[src/rtl/vic_pkg.sv]
package vic_pkg;
    localparam int PRIO_W = 3;
    localparam int ADDR_W = 24;
    localparam int LVL_W  = PRIO_W + 1;

    typedef logic [PRIO_W-1:0] uprio_t;
    typedef logic [ADDR_W-1:0] vaddr_t;
    typedef logic [LVL_W-1:0]  level_t;

    // Level given to a trap: one above the highest user priority.
    localparam level_t TRAP_LEVEL = level_t'(1 << PRIO_W);
endpackage

[src/rtl/vic_pending.sv]
module vic_pending #(
    parameter int N     = 126,
    parameter int IDX_W = 7
) (
    input  logic             clk,
    input  logic             rst_n,
    input  logic [N-1:0]     set_pulse,
    input  logic             clr_en,
    input  logic [IDX_W-1:0] clr_idx,
    output logic [N-1:0]     pend_q
);
    logic [N-1:0] pend_d;

    always_comb begin
        pend_d = pend_q;
        for (int i = 0; i < N; i++) begin
            if (clr_en && (clr_idx == IDX_W'(i))) begin
                pend_d[i] = 1'b0;
            end
        end
        pend_d = pend_d | set_pulse;
    end

    always_ff @(posedge clk) begin
        if (!rst_n) begin
            pend_q <= '0;
        end else begin
            pend_q <= pend_d;
        end
    end
endmodule

[src/rtl/vic_arbiter.sv]
module vic_arbiter
    import vic_pkg::*;
#(
    parameter int N_TRAP = 8,
    parameter int N_IRQ  = 118,
    parameter int IDX_W  = 7
) (
    input  logic [N_TRAP+N_IRQ-1:0] pend,
    input  logic [N_IRQ-1:0]        irq_en,
    input  logic [N_IRQ*PRIO_W-1:0] irq_prio,
    input  uprio_t                  cpu_prio,
    output logic                    win_valid,
    output logic [IDX_W-1:0]        win_idx
);
    localparam int TOTAL = N_TRAP + N_IRQ;

    level_t lvl [TOTAL];

    generate
        for (genvar t = 0; t < N_TRAP; t++) begin : g_trap
            assign lvl[t] = pend[t] ? TRAP_LEVEL : '0;
        end
        for (genvar j = 0; j < N_IRQ; j++) begin : g_irq
            uprio_t p;
            logic   ok;
            assign p  = irq_prio[j*PRIO_W +: PRIO_W];
            assign ok = pend[N_TRAP+j] && irq_en[j] && (p != '0) && (p > cpu_prio);
            assign lvl[N_TRAP+j] = ok ? {1'b0, p} : '0;
        end
    endgenerate

    // Scan from the top index down; ">=" lets a lower index take over a tie.
    always_comb begin
        level_t best;
        best      = '0;
        win_valid = 1'b0;
        win_idx   = '0;
        for (int i = TOTAL - 1; i >= 0; i--) begin
            if ((lvl[i] != '0) && (lvl[i] >= best)) begin
                best      = lvl[i];
                win_idx   = IDX_W'(i);
                win_valid = 1'b1;
            end
        end
    end
endmodule

[src/rtl/vic_addr_gen.sv]
module vic_addr_gen
    import vic_pkg::*;
#(
    parameter int     IDX_W    = 7,
    parameter vaddr_t PRI_BASE = 24'h000004,
    parameter vaddr_t ALT_BASE = 24'h000104
) (
    input  logic [IDX_W-1:0] idx,
    input  logic             alt,
    output vaddr_t           addr
);
    localparam int PAD_W = ADDR_W - IDX_W - 1;

    vaddr_t base;
    vaddr_t offset;

    assign base   = alt ? ALT_BASE : PRI_BASE;
    assign offset = {{PAD_W{1'b0}}, idx, 1'b0};
    assign addr   = base + offset;
endmodule

[src/rtl/prio_vec_ctrl.sv]
module prio_vec_ctrl
    import vic_pkg::*;
#(
    parameter int     N_TRAP   = 8,
    parameter int     N_IRQ    = 118,
    parameter int     IDX_W    = $clog2(N_TRAP + N_IRQ),
    parameter vaddr_t PRI_BASE = 24'h000004,
    parameter vaddr_t ALT_BASE = 24'h000104
) (
    input  logic                    clk,
    input  logic                    rst_n,
    input  logic [N_TRAP-1:0]       trap_set,
    input  logic [N_IRQ-1:0]        irq_set,
    input  logic [N_IRQ-1:0]        irq_en,
    input  logic [N_IRQ*PRIO_W-1:0] irq_prio,
    input  logic [PRIO_W-1:0]       cpu_prio,
    input  logic                    alt_sel,
    input  logic                    cpu_ack,
    output logic                    cpu_req,
    output logic [IDX_W-1:0]        vec_idx,
    output logic [ADDR_W-1:0]       vec_addr
);
    localparam int TOTAL = N_TRAP + N_IRQ;

    typedef struct packed {
        logic             req;
        logic [IDX_W-1:0] idx;
        vaddr_t           addr;
    } pres_t;

    pres_t             st_d, st_q;
    logic [TOTAL-1:0]  pend_q;
    logic              win_valid;
    logic [IDX_W-1:0]  win_idx;
    vaddr_t            win_addr;
    logic              retire;

    assign retire = st_q.req && cpu_ack;

    vic_pending #(.N(TOTAL), .IDX_W(IDX_W)) u_pend (
        .clk       (clk),
        .rst_n     (rst_n),
        .set_pulse ({irq_set, trap_set}),
        .clr_en    (retire),
        .clr_idx   (st_q.idx),
        .pend_q    (pend_q)
    );

    vic_arbiter #(.N_TRAP(N_TRAP), .N_IRQ(N_IRQ), .IDX_W(IDX_W)) u_arb (
        .pend      (pend_q),
        .irq_en    (irq_en),
        .irq_prio  (irq_prio),
        .cpu_prio  (cpu_prio),
        .win_valid (win_valid),
        .win_idx   (win_idx)
    );

    vic_addr_gen #(.IDX_W(IDX_W), .PRI_BASE(PRI_BASE), .ALT_BASE(ALT_BASE)) u_addr (
        .idx  (win_idx),
        .alt  (alt_sel),
        .addr (win_addr)
    );

    always_comb begin
        st_d = st_q;
        if (st_q.req) begin
            if (cpu_ack) begin
                st_d.req = 1'b0;
            end
        end else if (win_valid) begin
            st_d.req  = 1'b1;
            st_d.idx  = win_idx;
            st_d.addr = win_addr;
        end
    end

    always_ff @(posedge clk) begin
        if (!rst_n) begin
            st_q <= '0;
        end else begin
            st_q <= st_d;
        end
    end

    assign cpu_req  = st_q.req;
    assign vec_idx  = st_q.idx;
    assign vec_addr = st_q.addr;
endmodule

[config.mk]
export PLATFORM = sky130hd
export DESIGN_NAME = prio_vec_ctrl
export DESIGN_NICKNAME = d
export VERILOG_FILES = /design/src/rtl/vic_pkg.sv /design/src/rtl/vic_pending.sv /design/src/rtl/vic_arbiter.sv /design/src/rtl/vic_addr_gen.sv /design/src/rtl/prio_vec_ctrl.sv
export SDC_FILE = /design/constraint.sdc
export NUM_CORES = 1
export LEC_CHECK = 0
export BUFFER_PORTS_ARGS = -buffer_cell sky130_fd_sc_hd__buf_2
export CORE_MARGIN = 5
export CORE_UTILIZATION = 50
export CTS_CLUSTER_SIZE = 30
export DETAILED_ROUTE_END_ITERATION = 6
export MAX_ROUTING_LAYER = met4
export PLACE_DENSITY = 0.7
export SLEW_MARGIN = 10
export SYNTH_ARGS = -nofsm -noshare
export SYNTH_HDL_FRONTEND = slang
export SYNTH_SLANG_ARGS = --single-unit
export TNS_END_PERCENT = 20
[constraint.sdc]
create_clock -name clk -period 343.9 [get_ports clk]
set_input_delay 34.39 -clock clk [delete_from_list [all_inputs] [get_ports clk]]
set_output_delay 34.39 -clock clk [all_outputs]
set_load 0.01 [all_outputs]
After elaboration in Yosys (flattened, before gate mapping)
Index checks and enable logic that the tools add are counted.
Operators by class
  reductions and logical operators: 853
  bitwise gates (word level): 2
  $lt $le $gt $ge: 244
  $add $sub $neg: 1
  eq/ne operators: 125
  muxes and demuxes: 633
Operators by type and width (number)
  two-way mux 7 bit: 126
  logical AND 1 bit: 607
  two-way mux 4 bit: 133
  nonzero test 4 bit: 126
  greater-or-equal comparator 4 bit: 125
  equality test 7 bit, second input constant: 62
  > comparator 3 bit: 118
  two-way mux 3 bit: 118
  nonzero test 3 bit: 118
  two-way mux 1 bit: 254
  equality test 7 x 6 -> 1 bit, second input constant: 32
  OR 126 bit: 1
  equality test 7 x 5 -> 1 bit, second input constant: 16
  equality test 7 x 4 -> 1 bit, second input constant: 8
  two-way mux 32 bit: 1
  equality test 7 x 3 -> 1 bit, second input constant: 4
  adder 24 x 8 -> 24 bit: 1
  equality test 7 x 2 -> 1 bit, second input constant: 2
  two-way mux 9 bit: 1
  equality test 7 x 1 -> 1 bit, second input constant: 1
  logical NOT 7 bit: 1
  greater-or-equal comparator 4 x 1 -> 1 bit, second input constant: 1
  AND reduction 2 bit: 1
  inverter 1 bit: 1
Storage, ports and cells
  output and inout port bits: 32
  flip-flop bits (word level): 158

Longest topological paths before layout
Gate-level depths: netlist of the first run.
  depth after elaboration: 385
  gate-level depth with buffers: 874

Modules after synthesis
From an unflattened synthesis of the first run, not the netlist that was laid out.
Second synthesis, totals
  cells, all modules: 4796
  area total of the unflattened synthesis: 35377.7 sq um
By module, submodules not included
  vic_arbiter: times used 1, cells each 4028, seq. area each 0.0 sq um, area an instance 28564.9 sq um
  vic_pending: times used 1, cells each 596, seq. area each 2522.4 sq um, area an instance 5295.1 sq um
  prio_vec_ctrl: times used 1, cells each 140, seq. area each 640.6 sq um, area an instance 1290.0 sq um
  vic_addr_gen: times used 1, cells each 32, seq. area each 0.0 sq um, area an instance 227.7 sq um

Worst setup path after synthesis of the first run
No wires, ideal clock.
  path kind: input port to flip-flop
  start: input cpu_prio[1]
  end: register st_q, in the netlist vec_addr[8]
  buffers on the path: 57
  arrival time: 184816 ps
  slack: 158969 ps
  library setup time: 116 ps
  stages on the path: 805
  required time: 343784 ps
  cell sequence: inv_1 > ha_1 > nor2b_1 > o311a_4 > and3_1 > ha_1 > nand2_1 > o21ai_1 > and4_1 > buf_6 > o22a_1 > inv_1 > ha_1 > nor2b_1 > o21ai_0 > nand3_1 > buf_2 > o311a_1 > [769 not listed] > a31oi_1 > nand4_1 > a21oi_2 > or2_2 > ha_1 > a21oi_1 > nor2b_1 > o21ai_0 > o211ai_2 > nor3_2 > buf_6 > nand2b_1 > a21oi_1 > o211a_1 > ha_1 > a31oi_1 > o21ai_0 > and3_1
On the way
  longest elaborated chain between the ends: 382
  elaborated cells on any way between the ends: 1103
  those cells by class: add/sub: 1; order compare: 244; mux: 495; reduce/logical: 363
RTL lines
  start: declaration: line prio_vec_ctrl.sv:16  | input logic [PRIO_W-1:0] cpu_prio,
  > comparator 3 bit: line vic_arbiter.sv:27  | assign ok = pend[N_TRAP+j] && irq_en[j] && (p != '0) && (p > cpu_prio);
  logical AND 1 bit: line vic_arbiter.sv:27
  two-way mux 3 bit: line vic_arbiter.sv:28  | assign lvl[N_TRAP+j] = ok ? {1'b0, p} : '0;
  greater-or-equal comparator 4 x 1 -> 1 bit or nonzero test 4 bit (tied branches): line vic_arbiter.sv:39  | if ((lvl[i] != '0) && (lvl[i] >= best)) begin
  logical AND 1 bit: line vic_arbiter.sv:39
  two-way mux 4 bit: line vic_arbiter.sv:39
  greater-or-equal comparator 4 bit: line vic_arbiter.sv:39
  logical AND 1 bit: line vic_arbiter.sv:39
  [367 not listed]
  greater-or-equal comparator 4 bit: line vic_arbiter.sv:39
  logical AND 1 bit: line vic_arbiter.sv:39
  two-way mux 4 bit: line vic_arbiter.sv:39
  greater-or-equal comparator 4 bit: line vic_arbiter.sv:39
  logical AND 1 bit: line vic_arbiter.sv:39
  two-way mux 7 bit (*): line vic_arbiter.sv:39
  via u_addr.idx[1]: line vic_addr_gen.sv:8  | input logic [IDX_W-1:0] idx,
  adder 24 x 8 -> 24 bit (*): line vic_addr_gen.sv:19  | assign addr = base + offset;
  end signal: assignment: line prio_vec_ctrl.sv:81  | st_q <= st_d;
  end: declaration: line prio_vec_ctrl.sv:31  | pres_t st_d, st_q;
The timed path passes the listed nets; every way through them passes the cells marked *.
A chain may end at the register's enable or synchronous reset.

==> impl_metrics.ini, run 1 <==
[outcome]
status = finished clean

[timing]
rsz0062_at_grt = false
slew-limit-headroom = 0.166
max_freq_mhz = 4.74
skew_ns = 0.0201
slew_viol_final = 0
setup_viol = 0
hold_viol = 0
finalCritPeriodShare = 0.613
fin_crit_ns = 210.81
worst_pin_slew_ns = 1.25
fin_setup_tns_ns = 0

[detailed_routing]
routed_wl_um = 142000
viasPerCell = 6.30
vias = 39900
ant_nets = 0
drcViolationCount = 0
post_drt_wl_per_cell_um = 22.5
first_pass_iters = 6
drt-initial-drc-count = 3444

[yosys]
yosys-top-cells-area = ha_1, dfxtp_1, a21oi_1, nand2_1, o21ai_0
netlist_area_um2 = 34500
synth_top_area_cell = ha_1
yosysSeqAreaShare = 0.0824
yosysWarnings = 0
syn_inst = 4788
synth_top_area_share = 0.261
yosys.cell_types.count = 116
ys_async_sr_fraction = 0
synthFlopType = dfxtp_1
ys_seq_elements = 142
synth_edf_count = 0
avgSynthCellArea_um2 = 7.21

[hold_path]
hold_path.class = register to register
hold-path-cell-count = 2

[floorplanning]
io_pins = 637
die_w_um = 273
die-area_um2 = 74400
core_area_um2 = 68600
chipHeight_um = 273
placementRows = 96
initial_core_util = 0.503

[clock_tree]
htreeDepth = 4
clkLatencyLatePin_ns = 0.52
cts_tree = yes
clock_sinks = 142
cts_made_buffers = 17
clk_pin_slew_worst_paths_ns = 0.08
cts-root-buf = clkbuf_16
ctsHoldBuffers = 0
post_cts_buffers = 0
clk_path_buf_depth = 2
cts_resized = 0

[worst_setup_path]
crit_fanout = 37
r2r_start = u_pend.pend_q[125]
cp_common_cell = ha_1
reg2regPathDepth = 754
cp.required_ns = 344.34
end_kind = register
cp_slowest_cell = a211oi_1
cp.depth = 965
crit_path_end = vec_idx[0]
crit_start = cpu_prio[2]
critical_path.top_delay_family = compound AO/OA/AOI/OAI gates
crit_arrival_ns = 211.25
r2r_slack_ns = 168.10
cpPeakStageDelay_ns = 0.95
crit_type = primary input to register
reg2reg_to = vec_idx[0]
start_kind = primary input
cp_num_buf_inv = 46

[placed_design]
place_congestion = 1.06
io_buffers = 621
post-dp-hpwl_um = 118000

[global_route]
grt_max_degree = 69
grt_pass1_vias = 37500
grt_use_total = 0.372
antenna_found_initial = 28
grt_pass1_wl_um = 213000
grt_overflow = 0

[cells_and_area]
drive_gt1_frac = 0.161
syn_to_final_growth_pct = 13.7
final_nets = 6684

[job]
maxCapViolCount = 0
layer usage:
layer	wire length, um	vias up	part of all wire	global-route usage
li1	-	19200	-	-
met1	59100	18700	0.42	0.454
met2	62100	1653	0.44	0.574
met3	12400	391	0.087	0.0822
met4	8850	0	0.062	0.198
met5	0	-	0	-
worst reg2reg max path: cells and delay by family (launching register included):
kind                       cells  cell delay [ns]
DFF                            1             0.33
adders and majority gates    117            32.60
AOI/OAI and AO/OA            294            68.24
and+or+nand+nor              268            55.86
muxes                         40            14.92
buffers and inverters         35             3.75
cells in the mapped netlist (all sizes together) (11+ instances only):
library cell  number
o2111ai           13
nand2b            72
clkbuf            64
and2             140
a31o              33
nand2            527
a21boi            11
or3               34
inv              333
o311ai           127
o31ai             18
dfxtp            142
nand4             48
o21ai            325
or2               15
nand3            199
ha               719
a211oi            30
nand4b            15
and3             152
a2111oi           12
nor4              22
a311oi            13
o21bai            16
o21a             109
mux2i             60
o22ai             16
a31oi            136
a221oi            14
buf               42
a21o              83
o31a              11
nor2b            135
nor2             309
nor3              88
a21oi            427
mux2              63
o211ai            30
nand3b            32
registers in the layout (all words and copies together) (netlist names):
signal         flops
u_pend.pend_q    126
vec_addr           8
vec_idx            7
cpu_req            1
cells in the final DEF (no fill, tap or decap), types with 139 or more instances in the layout:
cell	netlist	layout
ha_1	719	719
buf_2	17	620
nand2_1	527	527
a21oi_1	423	423
inv_1	332	330
nor2_1	309	296
o21ai_0	281	281
nand3_1	196	196
and3_1	151	151
dfxtp_1	142	142
and2_1	139	139
layout make-up:
type,instances,area (um2)
clock buffer,17,425
inverter,333,1260
timing repair buffer,645,3290
antenna,29,72.6
multi-input combinational,4221,30000
sequential,142,2840
tap,931,1160
clock inverter,15,164
fill,6740,29400
through the flow:
stage	cells	hold slack, ns	utilization	setup slack [ns]	cell area (um2)
6_report	6333	0.457	0.572	133.09	39200
4_1_cts	6304	0.460	0.571	136.54	39200
3_5_place_dp	6272	0.447	0.562	136.63	38600
2_1_floorplan	4802	0.445	-	158.97	34600
3_3_place_gp	6272	0.443	0.562	139.24	38600
5_1_grt	6331	0.486	0.572	119.35	39200
logic make-up (layout without fill, tap and decap cells):
group / after synthesis / after routing / synth area share
AND/OR/NAND/NOR: 1824 / 1824 / 0.269
adder cells (fa/ha/maj): 719 / 719 / 0.261
other: 1 / 44 / 0.000109
multiplexers: 123 / 123 / 0.0380
buffers and inverters: 439 / 1010 / 0.0512
flip-flops: 142 / 142 / 0.0824
AO/OA/AOI/OAI: 1537 / 1537 / 0.298
XOR/XNOR: 3 / 3 / 0.000762
worst min-delay path by stage:
stage                      start                 to  slack, ns
6_report             vec_addr[3]        vec_addr[3]       0.46
5_1_grt              vec_addr[6]        vec_addr[6]       0.49
4_1_cts              vec_addr[3]        vec_addr[3]       0.46
3_5_place_dp         vec_addr[5]        vec_addr[5]       0.45
3_3_place_gp         vec_addr[3]        vec_addr[3]       0.44
2_1_floorplan  u_pend.pend_q[16]  u_pend.pend_q[16]       0.45
Power of run 1 is left out: the tool's default activity adds up to more than one toggle a clock period on the data nets, which glitch-free logic cannot reach.
==> inputs of run 2 (changes only) <==
--- a/config.mk
+++ b/config.mk
@@ -11,7 +11,7 @@
 export CTS_CLUSTER_SIZE = 30
 export DETAILED_ROUTE_END_ITERATION = 6
 export MAX_ROUTING_LAYER = met4
-export PLACE_DENSITY = 0.7
+export PLACE_DENSITY = 0.73
 export SLEW_MARGIN = 10
 export SYNTH_ARGS = -nofsm -noshare
 export SYNTH_HDL_FRONTEND = slang
==> constraint.sdc (replaced) <==
create_clock -name clk -period 171.6 [get_ports clk]
set_input_delay 17.16 -clock clk [delete_from_list [all_inputs] [get_ports clk]]
set_output_delay 17.16 -clock clk [all_outputs]
set_load 0.01 [all_outputs]
==> impl_metrics.ini, run 2 (same netlist as run 1, synthesis figures left out) <==
[worst_setup_path]
r2r_start = u_pend.pend_q[125]
r2r_slack_ns = 24.36
cpPeakStageDelay_ns = 0.64
cp_common_cell = ha_1
reg2reg_to = vec_idx[0]
cp.required_ns = 172.04
cp_slowest_cell = a2111oi_1
reg2regPathDepth = 765
crit_arrival_ns = 164.50
end_kind = register
crit_fanout = 15
crit_type = primary input to register
critical_path.top_delay_family = compound AO/OA/AOI/OAI gates
cp_num_buf_inv = 67
start_kind = primary input

[global_route]
grt_overflow = 0
grt_use_total = 0.374
grt_pass1_wl_um = 216000
grt_max_degree = 87
grt_pass1_vias = 38600
antenna_found_initial = 32

[job]
maxCapViolCount = 0

[hold_path]
worst_hold_path.endpoint = vec_addr[3]
hp-start = vec_addr[3]
hold-path-cell-count = 2
hold_path.class = register to register

[floorplanning]
io_pins = 637
chipHeight_um = 273
core_area_um2 = 68600
die-area_um2 = 74400
die_w_um = 273
initial_core_util = 0.503
placementRows = 96

[detailed_routing]
routed_wl_um = 147000
drcViolationCount = 0
viasPerCell = 6.34
drt-initial-drc-count = 3519
post_drt_wl_per_cell_um = 22.4
vias = 41600
ant_nets = 0
first_pass_iters = 5

[clock_tree]
ctsHoldBuffers = 0
cts-root-buf = clkbuf_16
clock_sinks = 142
cts_made_buffers = 17
clk_path_buf_depth = 2
cts_tree = yes
clk_pin_slew_worst_paths_ns = 0.08
htreeDepth = 4
clkLatencyLatePin_ns = 0.52

[cells_and_area]
largest_reg_flops = 126
final_nets = 6901
syn_to_final_growth_pct = 22.6
layout_commonest_cell = ha_1
final_cell_mix = ha_1, buf_2, nand2_1
drive_gt1_frac = 0.236
largest_register = u_pend.pend_q

[timing]
hold_ws_ns = 0.464
worst_pin_slew_ns = 1.21
max_freq_mhz = 6.10
finalCritPeriodShare = 0.956
slew-limit-headroom = 0.191
skew_ns = 0.0178
slew_viol_final = 0
setup_viol = 0
fin_crit_ns = 164.05
hold_viol = 0
postLayoutSetupSlackWorst_ns = 7.55

[placed_design]
post-dp-hpwl_um = 118000
pre_cts_ws_ns = -7.36
place_congestion = 1.05
io_buffers = 621

[outcome]
status = finished clean
==> run 2: changes by cell type in the layout (fill, tap and decap cells not counted), moves of 25 or more <==
cell and change:
a21oi_1 -25, buf_4 +211, nand3_1 -37, nand3_2 +33
o21ai_0 -61, o21ai_1 +25, o21ai_2 +29
==> run 2: how the worst max path moves through the flow <==
stage                      from          end  cells after the start
CTS                 cpu_prio[2]   vec_idx[0]                    960
finish              cpu_prio[1]   vec_idx[0]                    962
global placement    cpu_prio[2]   vec_idx[1]                   1205
detailed placement  cpu_prio[2]   vec_idx[1]                    972
global route        cpu_prio[1]   vec_idx[0]                    955
floorplan           cpu_prio[1]  vec_addr[8]                   1206
==> run 2: layer usage <==
metal	part of all wire	vias up	global-route usage
met2	0.45	1901	0.595
li1	-	19700	-
met4	0.064	0	0.203
met5	0	-	-
met3	0.094	491	0.0746
met1	0.39	19500	0.447
==> run 2: final cells by class <==
| cell class | instances | area, um2 |
|---|---|---|
| sequential | 142 | 2840 |
| tap | 931 | 1160 |
| timing repair buffer | 860 | 4930 |
| multi-input combinational | 4223 | 31400 |
| clock buffer | 17 | 425 |
| antenna | 37 | 92.6 |
| inverter | 333 | 1260 |
| fill | 6459 | 26300 |
| clock inverter | 15 | 168 |
==> run 2: worst register-to-register path: cells and delay by family (launching register included) <==
kind | cells | cell delay, ns
adder cells (fa/ha/maj) | 117 | 31.92
flip-flops | 1 | 0.33
AND/OR/NAND/NOR | 250 | 40.55
buffers and inverters | 46 | 6.07
multiplexers | 45 | 14.88
AO/OA/AOI/OAI | 307 | 53.43
==> run 2: repair_timing <==
item	CTS	global route
gates resized for setup	71	288
gates cloned	0	2
setup endpoints to repair	16	16
pin swaps	4	67
buffers inserted	5	83
==> run 2: per-stage QoR <==
| step | instances | cell area (um2) | setup TNS [ns] | utilization |
|---|---|---|---|---|
| after floorplan | 4802 | 34600 | 0 | - |
| after global placement | 6399 | 39500 | -82.62 | 0.576 |
| after detailed placement | 6399 | 39500 | -114.53 | 0.576 |
| after CTS | 6436 | 40400 | 0 | 0.589 |
| after global routing | 6552 | 42300 | -14.63 | 0.617 |
| final | 6558 | 42300 | 0 | 0.617 |
Power of run 2 is left out for the same reason.
